[config.mk]
export PLATFORM = sky130hd
export DESIGN_NAME = adc_serial_front
export DESIGN_NICKNAME = d
export VERILOG_FILES = /design/src/rtl/adc_serial_pkg.sv /design/src/rtl/adc_serial_sync.sv /design/src/rtl/adc_serial_frame.sv /design/src/rtl/adc_serial_result.sv /design/src/rtl/adc_serial_front.sv
export SDC_FILE = /design/constraint.sdc
export NUM_CORES = 1
export LEC_CHECK = 0
export ABC_AREA = 0
export BUFFER_PORTS_ARGS = -buffer_cell sky130_fd_sc_hd__clkbuf_2
export CORE_MARGIN = 5
export CORE_UTILIZATION = 56
export DETAILED_ROUTE_END_ITERATION = 7
export HOLD_SLACK_MARGIN = 0.02
export PLACE_DENSITY_LB_ADDON = 0.08
export SLEW_MARGIN = 20
export SYNTH_ARGS = -nofsm -noshare
export SYNTH_HDL_FRONTEND = slang
export SYNTH_SLANG_ARGS = --single-unit
[constraint.sdc]
create_clock -name clk -period 2.15 [get_ports clk]
set_input_delay 0.215 -clock clk [delete_from_list [all_inputs] [get_ports clk]]
set_output_delay 0.215 -clock clk [all_outputs]
set_load 0.005 [all_outputs]
[src/rtl/adc_serial_pkg.sv]
package adc_serial_pkg;
  localparam int RES_W      = 10;
  localparam int ADDR_W     = 4;
  localparam int SAMPLE_EDG = 4;
  localparam int CONV_EDG   = RES_W;
  localparam int CNT_W      = 5;
  typedef logic [RES_W-1:0]  res_t;
  typedef logic [ADDR_W-1:0] addr_t;
endpackage

[src/rtl/adc_serial_sync.sv]
module adc_serial_sync #(
  parameter int W = 3,
  parameter int STAGES = 2,
  parameter logic [W-1:0] RST_VAL = '0
) (
  input  logic         clk,
  input  logic         rst,
  input  logic [W-1:0] d_in,
  output logic [W-1:0] q,
  output logic [W-1:0] q_prev
);
  logic [W-1:0] stg [STAGES];

  always_ff @(posedge clk) begin
    if (rst) begin
      for (int i = 0; i < STAGES; i++) stg[i] <= RST_VAL;
      q_prev <= RST_VAL;
    end else begin
      stg[0] <= d_in;
      for (int i = 1; i < STAGES; i++) stg[i] <= stg[i-1];
      q_prev <= stg[STAGES-1];
    end
  end

  assign q = stg[STAGES-1];
endmodule

[src/rtl/adc_serial_frame.sv]
module adc_serial_frame
  import adc_serial_pkg::*;
(
  input  logic  clk,
  input  logic  rst,
  input  logic  cs_s,
  input  logic  cs_prev,
  input  logic  sclk_s,
  input  logic  sclk_prev,
  input  logic  addr_s,
  input  res_t  stored,
  output logic  dout,
  output logic  dout_en,
  output addr_t chan_sel,
  output logic  sample_en,
  output logic  conv_start
);
  localparam logic [CNT_W-1:0] SAMP_AT = CNT_W'(SAMPLE_EDG);
  localparam logic [CNT_W-1:0] CONV_AT = CNT_W'(CONV_EDG);
  localparam logic [CNT_W-1:0] RISE_LAST = CNT_W'(ADDR_W - 1);
  localparam logic [CNT_W-1:0] RISE_LIM = CNT_W'(ADDR_W);

  logic [CNT_W-1:0] rise_cnt, fall_cnt, fall_nxt;
  addr_t addr_sr, addr_nxt;
  res_t  shreg;
  logic  active, cs_fall, rise, fall;

  assign active   = ~cs_s;
  assign cs_fall  = cs_prev & ~cs_s;
  assign rise     = active & ~sclk_prev & sclk_s;
  assign fall     = active & sclk_prev & ~sclk_s;
  assign fall_nxt = (fall_cnt == '1) ? fall_cnt : fall_cnt + 1'b1;
  assign addr_nxt = {addr_sr[ADDR_W-2:0], addr_s};

  always_ff @(posedge clk) begin
    if (rst) begin
      rise_cnt   <= '0;
      fall_cnt   <= '0;
      addr_sr    <= '0;
      shreg      <= '0;
      chan_sel   <= '0;
      dout       <= 1'b0;
      dout_en    <= 1'b0;
      sample_en  <= 1'b0;
      conv_start <= 1'b0;
    end else begin
      conv_start <= 1'b0;
      dout_en    <= active;
      if (cs_fall) begin
        rise_cnt  <= '0;
        fall_cnt  <= '0;
        addr_sr   <= '0;
        shreg     <= {stored[RES_W-2:0], 1'b0};
        dout      <= stored[RES_W-1];
        sample_en <= 1'b0;
      end else if (!active) begin
        sample_en <= 1'b0;
        dout      <= 1'b0;
      end else begin
        if (rise && rise_cnt < RISE_LIM) begin
          addr_sr  <= addr_nxt;
          rise_cnt <= rise_cnt + 1'b1;
          if (rise_cnt == RISE_LAST) chan_sel <= addr_nxt;
        end
        if (fall) begin
          dout     <= shreg[RES_W-1];
          shreg    <= {shreg[RES_W-2:0], 1'b0};
          fall_cnt <= fall_nxt;
          if (fall_nxt == SAMP_AT) sample_en <= 1'b1;
          if (fall_nxt == CONV_AT && fall_cnt != CONV_AT) begin
            sample_en  <= 1'b0;
            conv_start <= 1'b1;
          end
        end
      end
    end
  end
endmodule

[src/rtl/adc_serial_result.sv]
module adc_serial_result
  import adc_serial_pkg::*;
(
  input  logic clk,
  input  logic rst,
  input  logic conv_start,
  input  logic res_valid,
  input  res_t res_data,
  output res_t stored,
  output logic eoc
);
  always_ff @(posedge clk) begin
    if (rst) begin
      stored <= '0;
      eoc    <= 1'b1;
    end else begin
      if (res_valid) stored <= res_data;
      if (conv_start) eoc <= 1'b0;
      else if (res_valid) eoc <= 1'b1;
    end
  end
endmodule

[src/rtl/adc_serial_front.sv]
module adc_serial_front
  import adc_serial_pkg::*;
(
  input  logic              clk,
  input  logic              rst,
  input  logic              cs_n,
  input  logic              sclk,
  input  logic              addr_in,
  output logic              dout,
  output logic              dout_en,
  output logic              eoc,
  output logic [ADDR_W-1:0] chan_sel,
  output logic              sample_en,
  output logic              conv_start,
  input  logic [RES_W-1:0]  res_data,
  input  logic              res_valid
);
  logic [2:0] raw_in, syn, syn_prev;
  res_t stored;

  assign raw_in = {cs_n, sclk, addr_in};

  adc_serial_sync #(.W(3), .STAGES(2), .RST_VAL(3'b100)) u_sync (
    .clk(clk), .rst(rst), .d_in(raw_in), .q(syn), .q_prev(syn_prev)
  );

  adc_serial_frame u_frame (
    .clk(clk), .rst(rst),
    .cs_s(syn[2]), .cs_prev(syn_prev[2]),
    .sclk_s(syn[1]), .sclk_prev(syn_prev[1]),
    .addr_s(syn[0]), .stored(stored),
    .dout(dout), .dout_en(dout_en), .chan_sel(chan_sel),
    .sample_en(sample_en), .conv_start(conv_start)
  );

  adc_serial_result u_res (
    .clk(clk), .rst(rst), .conv_start(conv_start),
    .res_valid(res_valid), .res_data(res_data),
    .stored(stored), .eoc(eoc)
  );
endmodule

## After elaboration in Yosys (flattened, before gate mapping)

Memories as Yosys holds them, arrays and structs flattened.
Cells that the tools add are included.
W data, S select, Z words.

| cells by class | value |
|---|---|
| bitwise logic cells | 12 |
| equal/unequal tests | 6 |
| mux-type cells | 17 |
| multipliers | 0 |
| $add $sub $neg | 2 |
| reduce and logical (&&, ||, !) cells | 14 |
| divide/modulo/power cells | 0 |
| magnitude comparators | 1 |
| shifts and indexed selects | 0 |

Operator list:

| operator | number |
|---|---|
| $mux W10 | 3 |
| $mux W1 | 11 |
| $add A5 B1 Y5 const B | 2 |
| $reduce_and A2 Y1 | 4 |
| $mux W3 | 2 |
| $reduce_bool A2 Y1 | 3 |
| $and A1 B1 Y1 | 5 |
| $eq A5 B2 Y1 const B | 1 |
| $eq A5 B3 Y1 const B | 1 |
| $eq A5 B4 Y1 const B | 1 |
| $eq A5 B5 Y1 const B | 1 |
| $lt A5 B3 Y1 const B | 1 |
| $mux W5 | 1 |
| $ne A5 B4 Y1 const B | 1 |
| $not A1 Y1 | 5 |
| $reduce_and A4 Y1 | 1 |
| $reduce_or A4 Y1 | 1 |
| $reduce_bool A3 Y1 | 1 |
| $reduce_or A3 Y1 | 1 |
| $logic_and A1 B1 Y1 | 2 |
| $ne A2 B1 Y1 const B | 1 |
| $or A1 B1 Y1 | 2 |
| $reduce_or A2 Y1 | 1 |

| word-level totals | value |
|---|---|
| word-level logic and storage cells | 65 |
| memories | 1 |
| bits in read-only memories | 0 |
| bits in latches | 0 |
| input bits | 16 |
| output and inout bits | 9 |
| register bits after elaboration | 44 |
| bits in writable memories | 6 |

Memories:

| memory | words | width | rd ports | clocked after Yosys merged registers in | write ports | RTL line | RTL |
|---|---|---|---|---|---|---|---|
| u_sync.stg | 2 | 3 | 2 | 0 | 2 | adc_serial_sync.sv:12 | `logic [W-1:0] stg [STAGES];` |

## Longest topological paths before layout

Gate-level depths: netlist of run 1.
An unclocked memory read counts as a cell.

| depth | value |
|---|---|
| word-level depth | 7 |
| depth in mapped cells | 6 |
| depth with buffers taken out | 6 |

## Modules after synthesis

From an unflattened synthesis of run 1, not the netlist that was laid out.

| second synthesis, totals | value |
|---|---|
| cell total of the unflattened synthesis | 215 |
| area, all modules | 2057.0 µm² |

By module, submodules not included:

| module | seq. area each (µm²) | instances | cells an instance | area each (µm²) |
|---|---|---|---|---|
| adc_serial_frame | 600.6 | 1 | 159 | 1412.6 |
| adc_serial_result | 220.2 | 1 | 35 | 385.4 |
| adc_serial_sync | 180.2 | 1 | 21 | 259.0 |

## Worst setup path after synthesis of run 1

No wires, ideal clock.

| path | value |
|---|---|
| path kind | register to register |
| start point | reg u_frame.fall_cnt[0] |
| end point | reg u_frame.sample_en |
| path buffers | 0 |
| data required time | 2.025 ns |
| library setup time | 0.125 ns |
| arrival | 1.392 ns |
| cell stages (with the launch flop) | 7 |
| slack | 0.633 ns |
| period minus slack after synthesis | 1.517 ns |
| path through | dfxtp_1 inv_1 ha_1 mux2_2 a211o_1 nor3_2 a22oi_1 |

| on the way | value |
|---|---|
| word-level cells in the longest chain between the ends | 6 |
| elaborated cells between the ends (all ways) | 10 |
| classes of those cells | 1 x add/sub; 4 x eq/ne; 2 x mux; 3 x reduce/logical |

Ends and longest elaborated chain:

| element | RTL line | RTL |
|---|---|---|
| start: declaration | adc_serial_frame.sv:23 | `logic [CNT_W-1:0] rise_cnt, fall_cnt, fall_nxt;` |
| start signal: assignment | adc_serial_frame.sv:68 | `fall_cnt <= fall_nxt;` |
| $add A5 B1 Y5 or $eq A5 B5 Y1 (tied branches) | adc_serial_frame.sv:32 | `assign fall_nxt = (fall_cnt == '1) ? fall_cnt : fall_cnt + 1'b1;` |
| $mux W5 | adc_serial_frame.sv:32 |  |
| $eq A5 B4 Y1 | adc_serial_frame.sv:70 | `if (fall_nxt == CONV_AT && fall_cnt != CONV_AT) begin` |
| $logic_and A1 B1 Y1 | adc_serial_frame.sv:70 |  |
| $reduce_bool A2 Y1 (no source line) | - |  |
| $reduce_and A2 Y1 (no source line) | - |  |
| end signal: assignment | adc_serial_frame.sv:57 | `sample_en <= 1'b0;` |
| end signal: assignment | adc_serial_frame.sv:69 | `if (fall_nxt == SAMP_AT) sample_en <= 1'b1;` |
| end signal: assignment | adc_serial_frame.sv:71 | `sample_en <= 1'b0;` |
| end: declaration | adc_serial_frame.sv:15 | `output logic sample_en,` |

Parallel ways exist; a longest one is shown, timed or not.
A chain may end at the register's enable or synchronous reset.

==> results of run 1 <==
==> cells by family (layout without fill, tap and decap cells) <==
kind of cell / count (synthesis) / count (layout) / share of synthesized area
AO/OA/AOI/OAI: 23 / 23 / 0.0894
XOR/XNOR: 4 / 4 / 0.0181
multiplexers: 20 / 20 / 0.104
flip-flops: 49 / 49 / 0.508
adder cells (fa/ha/maj): 3 / 3 / 0.0194
AND/OR/NAND/NOR: 93 / 93 / 0.223
buffers and inverters: 18 / 41 / 0.0376
==> area by class of cell <==
type / count / area (sq um) / area share
Clock inverter: 2 / 37.5 / 0.0172
Tap cell: 46 / 57.6 / 0.0264
Timing Repair Buffer: 29 / 163 / 0.0745
Inverter: 4 / 15.0 / 0.00688
Multi-Input combinational cell: 143 / 878 / 0.402
Sequential cell: 49 / 981 / 0.449
Clock buffer: 6 / 51.3 / 0.0235
==> routing by layer <==
| metal | routed length [um] | part of all wire | global-route usage |
|---|---|---|---|
| met4 | 82 | 0.023 | 0.0925 |
| met5 | 0 | 0 | 0 |
| met1 | 1580 | 0.44 | 0.201 |
| met2 | 1760 | 0.49 | 0.287 |
| met3 | 141 | 0.039 | 0.0486 |
==> registers in the layout (all words and copies together), names as in the netlist, 2 cells and up <==
name	cells
u_res.stored	10
u_frame.shreg	9
u_sync.stg	6
u_frame.fall_cnt	5
u_frame.rise_cnt	5
u_frame.chan_sel	4
u_frame.addr_sr	3
u_sync.q_prev	2
==> path summary, 6_finish.rpt <==
| kind | end | cells past startpoint |
|---|---|---|
| setup / recovery | u_frame.conv_start | 4 |
| hold / removal | u_sync.stg[0][1] | 2 |
| setup reg to reg | u_frame.conv_start | 4 |
| hold reg to reg | u_sync.stg[0][5] | 1 |
==> worst reg2reg max path, stage by stage, from the launching register on <==
cell and delay, ns:
sky130_fd_sc_hd__dfxtp_1 0.38, sky130_fd_sc_hd__or3b_1 0.63, sky130_fd_sc_hd__a211o_1 0.37, sky130_fd_sc_hd__nor3_2 0.13, sky130_fd_sc_hd__and3_1 0.17
==> synth_stat cells (all sizes together), types with 3 or more instances <==
master   n
dfxtp   49
buf      6
nand2   26
nor2    35
a21oi    4
nand3    4
nor2b    7
clkbuf   8
inv      4
nor3     4
ha       3
and2     4
mux2i   19
a311oi   8
==> through the flow <==
stage,util,area (sq um),power [uW],setup WS (ns),hold slack (ns)
global route,0.654,2180,1670,0.303,0.0320
detailed placement,0.622,2070,1050,0.450,0.401
global placement,0.622,2070,1050,0.500,0.399
finish,0.654,2180,1600,0.431,0.0559
CTS,0.651,2170,1610,0.409,0.0440
floorplan,-,1930,1020,0.633,0.319
==> power breakdown <==
group / leakage (uW) / internal (uW) / switching [uW] / total [uW]
sequential: 0.000399 / 934 / 13.9 / 948
clock: 0.0000445 / 277 / 295 / 572
combinational: 0.000541 / 40.0 / 43.5 / 83.4
total: 0.000984 / 1250 / 353 / 1600
==> repair_timing <==
action	CTS	global route
hold buffers	1	1
setup buffers	0	0
hold endpoints to repair	1	1
endpoints found under the setup margin	0	0
==> reports/results.md, run 1 <==
| Stage | Metric | Reported |
| --- | --- | --- |
| die | Placeable core region | 3340 sq um |
| detailed routing | Average wire per cell in the routed design | 12.8 um |
| setup path | Worst-path cell with the longest stage delay | sky130_fd_sc_hd__or3b_1 |
| place | Final RePlAce weighted congestion | 0.802 |
| clock tree | Resized cells post-CTS | 0 |
| timing | Crit path time final | 1.72 ns |
| timing | Setup violation total in the final timing report | 0 |
| clock tree | Clock root buffer master | sky130_fd_sc_hd__clkbuf_4 |
| setup path | Crit-path leading delay family | simple AND/OR/NAND/NOR gates |
| timing | Aggregate negative setup slack | 0 ns |
| yosys | Number of enable flip-flop cells after synthesis | 0 |
| clock tree | Clock buffer count from CTS | 5 |
| global routing | Global-route usage over all layers | 0.173 |
| detailed routing | Total Wirelength | 3570 um |
| layout | Highest-count cells in the layout ignoring fill and taps | sky130_fd_sc_hd__dfxtp_1, sky130_fd_sc_hd__nor2_1, sky130_fd_sc_hd__nand2_1 |
| global routing | Number of global-route vias before repair | 1399 |
| yosys | Library cell occupying the most area in the post-synthesis netlist | sky130_fd_sc_hd__dfxtp_1 |
| die | Effective utilization at floorplan | 0.579 |
| die | IO Pins | 25 |
| yosys | Syn_nets | 229 |
| timing | Final Cycle Share | 0.800 |
| status | Run status | finished, final reports clean |
| detailed routing | Detailed Routing Iterations Pass 1 | 4 |
| place | HPWL Detailed | 2490 um |
| setup path | Critical R2R Launch | u_sync.stg[0][5] |
| clock tree | Number of sinks on the clock net | 49 |
| setup path | Crit path largest cell delay | 0.63 ns |
| setup path | Crit path kind | flip-flop to flip-flop |
| clock tree | Clock input transition at the sequential cells of the worst setup and hold paths | 0.14 ns |
| layout | Most common cell after layout, fill and taps aside | sky130_fd_sc_hd__dfxtp_1 |
| place | Count of input and output buffers | 24 |
| setup path | Slack of the worst reg-to-reg path | 0.43 ns |
| layout | Area overhead of the layout relative to synthesis | 13.0% |
| place | Placed insts | 269 |
| worst hold path | Min-Delay Path Class | input port to flip-flop |
| yosys | Leading post-synthesis cells by cell area | sky130_fd_sc_hd__dfxtp_1, sky130_fd_sc_hd__mux2i_1, sky130_fd_sc_hd__nor2_1 |
| global routing | Antenna violations before repair | 0 |
| die | Die extent in y | 68.7 um |
| yosys | Area fraction of the dominant cell type after synthesis | 0.508 |
| global routing | Aggregate global routing overflow | 0 |
| detailed routing | First-iteration detailed-routing DRC count | 90 |
| power and ir drop | Leak | 0.000984 uW |
| setup path | CP max FO | 16 |
| detailed routing | Number of nets with antenna violations after detailed routing | 0 |
| global routing | First-pass GRT wire length | 6040 um |
| detailed routing | Number of vias in the routed layout | 1469 |
| clock tree | Latest clock arrival within the worst-skew pair | 0.36 ns |
| yosys | Count of unique library cells instantiated by Yosys | 37 |
| layout | Total inserted antenna cells | 0 |
| timing | Worst slew pin tran | 0.530 ns |
| die | Total number of placement rows | 21 |
| setup path | Required time worst endpoint | 2.47 ns |
| yosys | Post-synthesis cell area | 1930 sq um |
| timing | Unrepaired setup endpoints after global routing | false |
| timing | Worst rel slew slack | 0.647 |
| yosys | Post-synthesis register bit count | 49 |
| setup path | Bufs and invs on worst path | 0 |
| layout | Count of filler cells inserted in the layout | 298 |
| timing | Final Slew Violations | 0 |
| timing | Maximum achievable frequency | 0.582 GHz |
| layout | Final cell count without fillers | 279 |
| yosys | Gate Count Post-Synth | 210 |
| timing | Maximum clock skew at final layout | 0.00905 ns |
| detailed routing | Via density | 5.27 |
| power and ir drop | Max VDD drop | 0.413 mV |
| yosys | Avg Synthesized Cell Area | 9.20 sq um |
| die | Die width | 68.7 um |
| flow run | Reported max-cap violation count | 0 |
| clock tree | Depth of the CTS H-tree | 2 |
| yosys | Async SR Flop Fraction | 0 |
| timing | Hold Violations, Final | 0 |
| yosys | Count of synthesis-stage warnings from yosys | 0 |
| yosys | Part of the Yosys area used for sequential elements | 0.508 |
| setup path | Sort of element at the start of the critical path | flip-flop |
| clock tree | TritonCTS clock tree | yes |
| power and ir drop | Power density relative to cell area | 735 nW/um^2 |
| setup path | CP arrival | 2.04 ns |
| clock tree | Buffers from clock root to sink, at most | 2 |
| global routing | Pin count of the biggest net entering global routing | 35 |
| setup path | Worst setup startpoint | u_sync.stg[0][5] |
| setup path | Critical-path cell list | or3b_1 -> a211o_1 -> nor3_2 -> and3_1 |
| worst hold path | Startpoint of the lowest-slack hold path | sclk |
| yosys | Leading register cell type out of synthesis | sky130_fd_sc_hd__dfxtp_1 |
| detailed routing | DRC viols | 0 |
| layout | Share of cells above drive strength 1 | 0.167 |
| layout | Total number of nets in the final design | 251 |
| setup path | Element type at the critical path end | flip-flop |
| die | Die area | 4720 sq um |
(Power assumes the default switching activity.)
==> inputs of run 2 (changes only) <==
--- a/config.mk
+++ b/config.mk
@@ -5,10 +5,10 @@
 export SDC_FILE = /design/constraint.sdc
 export NUM_CORES = 1
 export LEC_CHECK = 0
-export ABC_AREA = 0
+export ABC_AREA = 1
 export BUFFER_PORTS_ARGS = -buffer_cell sky130_fd_sc_hd__clkbuf_2
 export CORE_MARGIN = 5
-export CORE_UTILIZATION = 56
+export CORE_UTILIZATION = 50
 export DETAILED_ROUTE_END_ITERATION = 7
 export HOLD_SLACK_MARGIN = 0.02
 export PLACE_DENSITY_LB_ADDON = 0.08
==> constraint.sdc (replaced) <==
create_clock -name clk -period 1.48 [get_ports clk]
set_input_delay 0.148 -clock clk [delete_from_list [all_inputs] [get_ports clk]]
set_output_delay 0.148 -clock clk [all_outputs]
set_load 0.005 [all_outputs]
==> reports/results.md, run 2 <==
| Stage | Metric | Reported |
| --- | --- | --- |
| setup path | Slack of the worst reg-to-reg path | 0.12 ns |
| yosys | Avg Synthesized Cell Area | 7.59 sq um |
| worst hold path | Instance count along the most critical hold path | 3 |
| clock tree | Latest clock arrival within the worst-skew pair | 0.30 ns |
| power and ir drop | Fraction of power consumed by combinational cells | 0.060 |
| status | Run status | finished, final reports clean |
| yosys | Part of the Yosys area used for sequential elements | 0.507 |
| timing | Hold Violations, Final | 0 |
| setup path | Critical R2R Launch | u_sync.stg[0][5] |
| clock tree | Clock buffer count from CTS | 5 |
| yosys | Async SR Flop Fraction | 0 |
| yosys | Cell with the most instances after synthesis | sky130_fd_sc_hd__nor2_1 |
| layout | Final cell count without fillers | 342 |
| flow run | Reported max-cap violation count | 0 |
| yosys | Parity-gate share of the synthesized area counting xor and xnor cells | 0 |
| die | Die width | 72.2 um |
| global routing | Aggregate global routing overflow | 0 |
| layout | Largest registers | u_res.stored x10, u_frame.shreg x9, u_sync.stg x6 |
| timing | Worst slew pin tran | 0.309 ns |
| power and ir drop | Seq pwr share | 0.561 |
| layout | Highest-count cells in the layout ignoring fill and taps | sky130_fd_sc_hd__nor2_1, sky130_fd_sc_hd__dfxtp_1, sky130_fd_sc_hd__nand2_1 |
| timing | Final Cycle Share | 0.918 |
| detailed routing | First-iteration detailed-routing DRC count | 123 |
| yosys | Count of synthesis-stage warnings from yosys | 0 |
| die | Effective utilization at floorplan | 0.521 |
| yosys | Gate Count Post-Synth | 255 |
| global routing | Number of global-route vias before repair | 1497 |
| worst hold path | Hold Crit Endpoint | u_sync.stg[0][0] |
| setup path | CP arrival | 1.59 ns |
| power and ir drop | Leak | 0.00104 uW |
| yosys | Leading post-synthesis cells by cell area | sky130_fd_sc_hd__dfxtp_1, sky130_fd_sc_hd__nor2_1, sky130_fd_sc_hd__nand2_1 |
| yosys | Count of unique library cells instantiated by Yosys | 27 |
| layout | Count of filler cells inserted in the layout | 355 |
| layout | Largest register by flop count | u_res.stored |
| die | Die area | 5210 sq um |
| place | Final RePlAce weighted congestion | 0.856 |
| yosys | Syn_nets | 274 |
| setup path | Element type at the critical path end | flip-flop |
| clock tree | Clock input transition at the sequential cells of the worst setup and hold paths | 0.09 ns |
| power and ir drop | Max VDD drop | 0.808 mV |
| die | Placeable core region | 3720 sq um |
| power and ir drop | Total design power | 2460 uW |
| yosys | Main combinational cell family by area after synthesis | simple AND/OR/NAND/NOR gates |
| layout | Share of cells above drive strength 1 | 0.197 |
| power and ir drop | Net switching share of the total power | 0.216 |
| yosys | Ranking of synthesized cells by instance count | sky130_fd_sc_hd__nor2_1, sky130_fd_sc_hd__dfxtp_1, sky130_fd_sc_hd__nand2_1 |
| die | Total number of placement rows | 22 |
| die | Die extent in y | 72.2 um |
| clock tree | Number of sinks on the clock net | 49 |
| clock tree | TritonCTS clock tree | yes |
| layout | Most common cell after layout, fill and taps aside | sky130_fd_sc_hd__nor2_1 |
| layout | Area overhead of the layout relative to synthesis | 20.2% |
| timing | Setup violation total in the final timing report | 0 |
| power and ir drop | Power Internal | 1930 uW |
| worst hold path | Startpoint of the lowest-slack hold path | addr_in |
| layout | Number of flip-flops under the largest register name | 10 |
| detailed routing | Number of nets with antenna violations after detailed routing | 0 |
| yosys | Library cell occupying the most area in the post-synthesis netlist | sky130_fd_sc_hd__dfxtp_1 |
| timing | Crit path time final | 1.36 ns |
| power and ir drop | Clk pwr share | 0.379 |
| setup path | Number of cells on the worst reg-to-reg path | 7 |
| yosys | Synth Area in Compound Gates | 0.124 |
| setup path | Required time worst endpoint | 1.71 ns |
| global routing | Global-route usage over all layers | 0.150 |
| yosys | Leading register cell type out of synthesis | sky130_fd_sc_hd__dfxtp_1 |
| clock tree | Depth of the CTS H-tree | 2 |
| timing | Worst rel slew slack | 0.794 |
| global routing | Pin count of the biggest net entering global routing | 19 |
| power and ir drop | NetSw | 533 uW |
| detailed routing | Number of vias in the routed layout | 1637 |
| setup path | End of the worst register-to-register path | u_frame.chan_sel[2] |
| clock tree | Buffers from clock root to sink, at most | 2 |
| timing | Maximum clock skew at final layout | 0.00465 ns |
| yosys | Post-synthesis register bit count | 49 |
| worst hold path | Min-Delay Path Class | input port to flip-flop |
| clock tree | Clock root buffer master | sky130_fd_sc_hd__clkbuf_8 |
| timing | Final Slew Violations | 0 |
| detailed routing | Total Wirelength | 3860 um |
| setup path | Crit path kind | flip-flop to flip-flop |
| detailed routing | Via density | 4.79 |
| place | HPWL Detailed | 2800 um |
| global routing | Antenna violations before repair | 0 |
| detailed routing | Average wire per cell in the routed design | 11.3 um |
| layout | Total inserted antenna cells | 0 |
| setup path | Sort of element at the start of the critical path | flip-flop |
| global routing | First-pass GRT wire length | 6240 um |
| yosys | Number of enable flip-flop cells after synthesis | 0 |
| place | Placed insts | 331 |
| power and ir drop | Power density relative to cell area | 1060 nW/um^2 |
| die | IO Pins | 25 |
| detailed routing | DRC viols | 0 |
| yosys | Area fraction of the dominant cell type after synthesis | 0.507 |
| place | Count of input and output buffers | 24 |
| detailed routing | Detailed Routing Iterations Pass 1 | 5 |
| yosys | Proportion of synthesized area in mux cells | 0 |
| yosys | Adder and majority cell fraction of the synthesized area | 0.0194 |
| layout | Total number of nets in the final design | 312 |
| yosys | Simple-gate area share of the yosys netlist | 0.275 |
| setup path | CP max FO | 5 |
| timing | Maximum achievable frequency | 0.736 GHz |
| timing | Unrepaired setup endpoints after global routing | true |
| yosys | Post-synthesis cell area | 1930 sq um |
## run 2: cell types whose count changed after synthesis, moves of 3 or more
| cell | previous run | this run |
|---|---|---|
| sky130_fd_sc_hd__inv_1 | 4 | 27 |
| sky130_fd_sc_hd__and2_1 | 4 | 1 |
| sky130_fd_sc_hd__mux2i_1 | 19 | 0 |
| sky130_fd_sc_hd__nor2_1 | 35 | 60 |
| sky130_fd_sc_hd__o211ai_1 | 0 | 3 |
| sky130_fd_sc_hd__o21ai_0 | 1 | 22 |
| sky130_fd_sc_hd__nand3_1 | 4 | 9 |
| sky130_fd_sc_hd__clkbuf_1 | 8 | 2 |
| sky130_fd_sc_hd__nor2b_1 | 7 | 0 |
| sky130_fd_sc_hd__nand2_1 | 26 | 46 |
## run 2: logic make-up after synthesis
family | Yosys count
simple gates | 127
flops | 49
buf+inv | 36
compound gates | 40
fa+ha+maj | 3
## run 2: stage by stage
stage	utilization	hold slack [ns]	setup WS (ns)	area, sq um	setup TNS (ns)
global placement	0.580	0.332	0.110	2160	0
finish	0.626	0.0287	0.121	2330	0
CTS	0.613	0.0241	0.0600	2280	0
detailed placement	0.580	0.333	0.0729	2160	0
global route	0.626	0.0319	-0.0351	2330	-0.0368
floorplan	-	0.252	0.156	1930	0
## run 2: worst max path at each step
| stage | end | depth (start not counted) | slack [ns] | from |
|---|---|---|---|---|
| floorplan | u_frame.sample_en | 8 | 0.16 | u_frame.fall_cnt[1] |
| global placement | u_frame.sample_en | 8 | 0.11 | u_frame.fall_cnt[0] |
| detailed placement | u_frame.sample_en | 8 | 0.07 | u_frame.fall_cnt[0] |
| CTS | u_frame.sample_en | 8 | 0.06 | u_frame.fall_cnt[0] |
| global route | u_frame.chan_sel[2] | 7 | -0.04 | u_sync.stg[0][5] |
| finish | u_frame.chan_sel[2] | 7 | 0.12 | u_sync.stg[0][5] |
## run 2: layout make-up
cell class              instances  area, sq um  area share
clock buffers                   6         72.6      0.0312
clock inverters                 2         38.8      0.0167
inverters                      30          113      0.0484
multi-input cells             170          838       0.360
flip-flops and latches         49          983       0.423
well taps                      48         60.1      0.0258
repair buffers                 37          220      0.0947
## run 2: power by group through the flow
stage | Sequential (uW) | Clock, uW | Combinational [uW]
finish | 1380 | 935 | 148
floorplan | 1410 | 0 | 94.5
global placement | 1410 | 0 | 143
CTS | 1380 | 948 | 149
global route | 1390 | 994 | 170
detailed placement | 1410 | 0 | 146
## run 2: critical path, cell delays in order (launching register included)
cell,delay (ns)
sky130_fd_sc_hd__dfxtp_2,0.34
sky130_fd_sc_hd__nor2_1,0.09
sky130_fd_sc_hd__nand2_1,0.09
sky130_fd_sc_hd__nor3_4,0.24
sky130_fd_sc_hd__nand3_1,0.19
sky130_fd_sc_hd__inv_1,0.16
sky130_fd_sc_hd__nor2_1,0.06
sky130_fd_sc_hd__nor2_1,0.12
## run 2: timing repair
item,in CTS,in global routing
setup endpoints to repair,0,5
resized for setup,0,8
buffers inserted,0,2
endpoints found under the hold margin,1,0
hold buffers,1,0
## run 2: routing by layer
layer / global-route usage / wire [um] / vias to the layer above
li1: - / - / 889
met1: 0.188 / 1900 / 709
met2: 0.250 / 1760 / 35
met3: 0.0388 / 160 / 4
met4: 0.0543 / 39 / 0
met5: 0 / 0 / -
==> inputs of run 3 (changes only) <==
--- a/config.mk
+++ b/config.mk
@@ -7,11 +7,14 @@
 export LEC_CHECK = 0
 export ABC_AREA = 1
 export BUFFER_PORTS_ARGS = -buffer_cell sky130_fd_sc_hd__clkbuf_2
+export CELL_PAD_IN_SITES_DETAIL_PLACEMENT = 0
+export CELL_PAD_IN_SITES_GLOBAL_PLACEMENT = 1
 export CORE_MARGIN = 5
-export CORE_UTILIZATION = 50
+export CORE_UTILIZATION = 37
 export DETAILED_ROUTE_END_ITERATION = 7
 export HOLD_SLACK_MARGIN = 0.02
 export PLACE_DENSITY_LB_ADDON = 0.08
+export SKIP_LAST_GASP = 1
 export SLEW_MARGIN = 20
 export SYNTH_ARGS = -nofsm -noshare
 export SYNTH_HDL_FRONTEND = slang
==> reports/results.md, run 3 (synthesized netlist as in run 2, its figures left out) <==
| Stage | Metric | Reported |
| --- | --- | --- |
| clock tree | Latest clock arrival within the worst-skew pair | 0.30 ns |
| clock tree | Number of sinks on the clock net | 49 |
| global routing | Pin count of the biggest net entering global routing | 19 |
| die | Placeable core region | 5110 sq um |
| layout | Number of flip-flops under the largest register name | 10 |
| clock tree | Clock root buffer master | sky130_fd_sc_hd__clkbuf_8 |
| place | Count of input and output buffers | 24 |
| timing | Setup slack of the critical path after layout | 0.176 ns |
| layout | Core occupancy in the finished layout | 0.451 |
| detailed routing | Average wire per cell in the routed design | 10.8 um |
| setup path | CP arrival | 1.50 ns |
| timing | Maximum achievable frequency | 0.767 GHz |
| setup path | Cell with the most instances on the worst path | sky130_fd_sc_hd__nor2_1 |
| global routing | Global-route usage over all layers | 0.135 |
| die | IO Pins | 25 |
| die | Effective utilization at floorplan | 0.379 |
| layout | Largest register by flop count | u_res.stored |
| detailed routing | Number of nets with antenna violations after detailed routing | 0 |
| die | Die area | 6770 sq um |
| die | Die extent in y | 82.3 um |
| status | Run status | finished, final reports clean |
| setup path | Crit path largest cell delay | 0.38 ns |
| timing | Worst rel slew slack | 0.788 |
| setup path | Sort of element at the start of the critical path | flip-flop |
| layout | Most common cell after layout, fill and taps aside | sky130_fd_sc_hd__nor2_1 |
| timing | Maximum clock skew at final layout | 0.00670 ns |
| setup path | Worst-path cell with the longest stage delay | sky130_fd_sc_hd__dfxtp_4 |
| clock tree | Clock buffer count from CTS | 5 |
| layout | Total inserted antenna cells | 0 |
| timing | Unrepaired setup endpoints after global routing | true |
| timing | Setup violation total in the final timing report | 0 |
| setup path | Crit path kind | flip-flop to flip-flop |
| die | Total number of placement rows | 26 |
| clock tree | TritonCTS clock tree | yes |
| setup path | Critical-path cell list | ha_4 -> nand2_1 -> and2_1 -> nor2_1 -> nand3_1 -> o21bai_1 -> nor2_1 |
| place | Placed insts | 353 |
| layout | Total number of nets in the final design | 309 |
| place | Placement-stage worst setup slack | 0.0108 ns |
| timing | Worst slew pin tran | 0.316 ns |
| layout | Highest-count cells in the layout ignoring fill and taps | sky130_fd_sc_hd__nor2_1, sky130_fd_sc_hd__dfxtp_1, sky130_fd_sc_hd__nand2_1 |
| layout | Final cell count without fillers | 361 |
| timing | Aggregate negative setup slack | 0 ns |
| global routing | Antenna violations before repair | 0 |
| worst hold path | Min-Delay Path Class | input port to flip-flop |
| flow run | Reported max-cap violation count | 0 |
| clock tree | Clock input transition at the sequential cells of the worst setup and hold paths | 0.08 ns |
| detailed routing | Number of vias in the routed layout | 1620 |
| global routing | Number of global-route vias before repair | 1525 |
| global routing | Aggregate global routing overflow | 0 |
| clock tree | Buffers from clock root to sink, at most | 2 |
| timing | Final Cycle Share | 0.881 |
| setup path | CP max FO | 6 |
| worst hold path | Instance count along the most critical hold path | 3 |
| place | HPWL Detailed | 2890 um |
| layout | Largest registers | u_res.stored x10, u_frame.shreg x9, u_sync.stg x6 |
| power and ir drop | Leak | 0.00101 uW |
| place | Final RePlAce weighted congestion | 0.815 |
| clock tree | Depth of the CTS H-tree | 2 |
| power and ir drop | Max VDD drop | 0.665 mV |
| timing | Final Slew Violations | 0 |
| timing | Crit path time final | 1.30 ns |
| layout | Share of cells above drive strength 1 | 0.196 |
| die | Die width | 82.3 um |
| layout | Area overhead of the layout relative to synthesis | 19.0% |
| detailed routing | DRC viols | 0 |
| global routing | First-pass GRT wire length | 6980 um |
| timing | Final worst hold slack | 0.0284 ns |
| setup path | Required time worst endpoint | 1.68 ns |
| timing | Hold Violations, Final | 0 |
| detailed routing | First-iteration detailed-routing DRC count | 59 |
| detailed routing | Detailed Routing Iterations Pass 1 | 4 |
| detailed routing | Via density | 4.49 |
| setup path | Number of cells on the worst reg-to-reg path | 7 |
| detailed routing | Total Wirelength | 3920 um |
| setup path | Element type at the critical path end | flip-flop |
| layout | Count of filler cells inserted in the layout | 576 |
| power and ir drop | Power density relative to cell area | 989 nW/um^2 |
==> run 3: repair_timing <==
action,in CTS,in global routing
pin swaps,0,5
setup endpoints to repair,1,5
hold buffers,0,0
buffers inserted,0,0
resized for setup,1,9
cloned,0,0
==> run 3: worst max-delay path, delay by kind of cell, from the launching register on <==
kind | cells | cell delay (ns)
and+or+nand+nor | 5 | 0.50
DFF | 1 | 0.38
AOI/OAI and AO/OA | 1 | 0.16
adders and majority gates | 1 | 0.15
==> run 3: per-layer routing <==
layer,routed length [um],vias up,global-route usage
met3,123,5,0.0293
li1,-,880,-
met1,1920,719,0.180
met5,0,-,0
met2,1820,16,0.211
met4,52,0,0.0548
==> run 3: metrics by stage <==
step / power (uW) / area, sq um
6_report: 2280 / 2300
3_3_place_gp: 1560 / 2180
2_1_floorplan: 1500 / 1930
4_1_cts: 2310 / 2270
3_5_place_dp: 1560 / 2180
5_1_grt: 2400 / 2300
==> run 3: power breakdown <==
group	internal, uW	total (uW)	switching, uW
Sequential	1360	1380	21.1
Combinational	61.0	146	84.6
Clock	328	752	424
Total	1750	2280	529
==> run 3: cell type report <==
cell class                      count  area [sq um]  area share
Multi-Input combinational cell    170           838       0.364
Tap cell                           70          87.6      0.0380
Clock buffer                        6          72.6      0.0315
Clock inverter                      2          10.0     0.00435
Inverter                           30           113      0.0489
Timing Repair Buffer               34           195      0.0848
Sequential cell                    49           986       0.428
==> run 3: worst paths after layout <==
kind,from,endpoint,slack [ns]
setup / recovery,u_frame.fall_cnt[0],u_frame.sample_en,0.18
hold / removal,addr_in,u_sync.stg[0][0],0.03
setup reg to reg,u_frame.fall_cnt[0],u_frame.sample_en,0.18
hold reg to reg,u_sync.stg[0][0],u_sync.stg[0][3],0.41
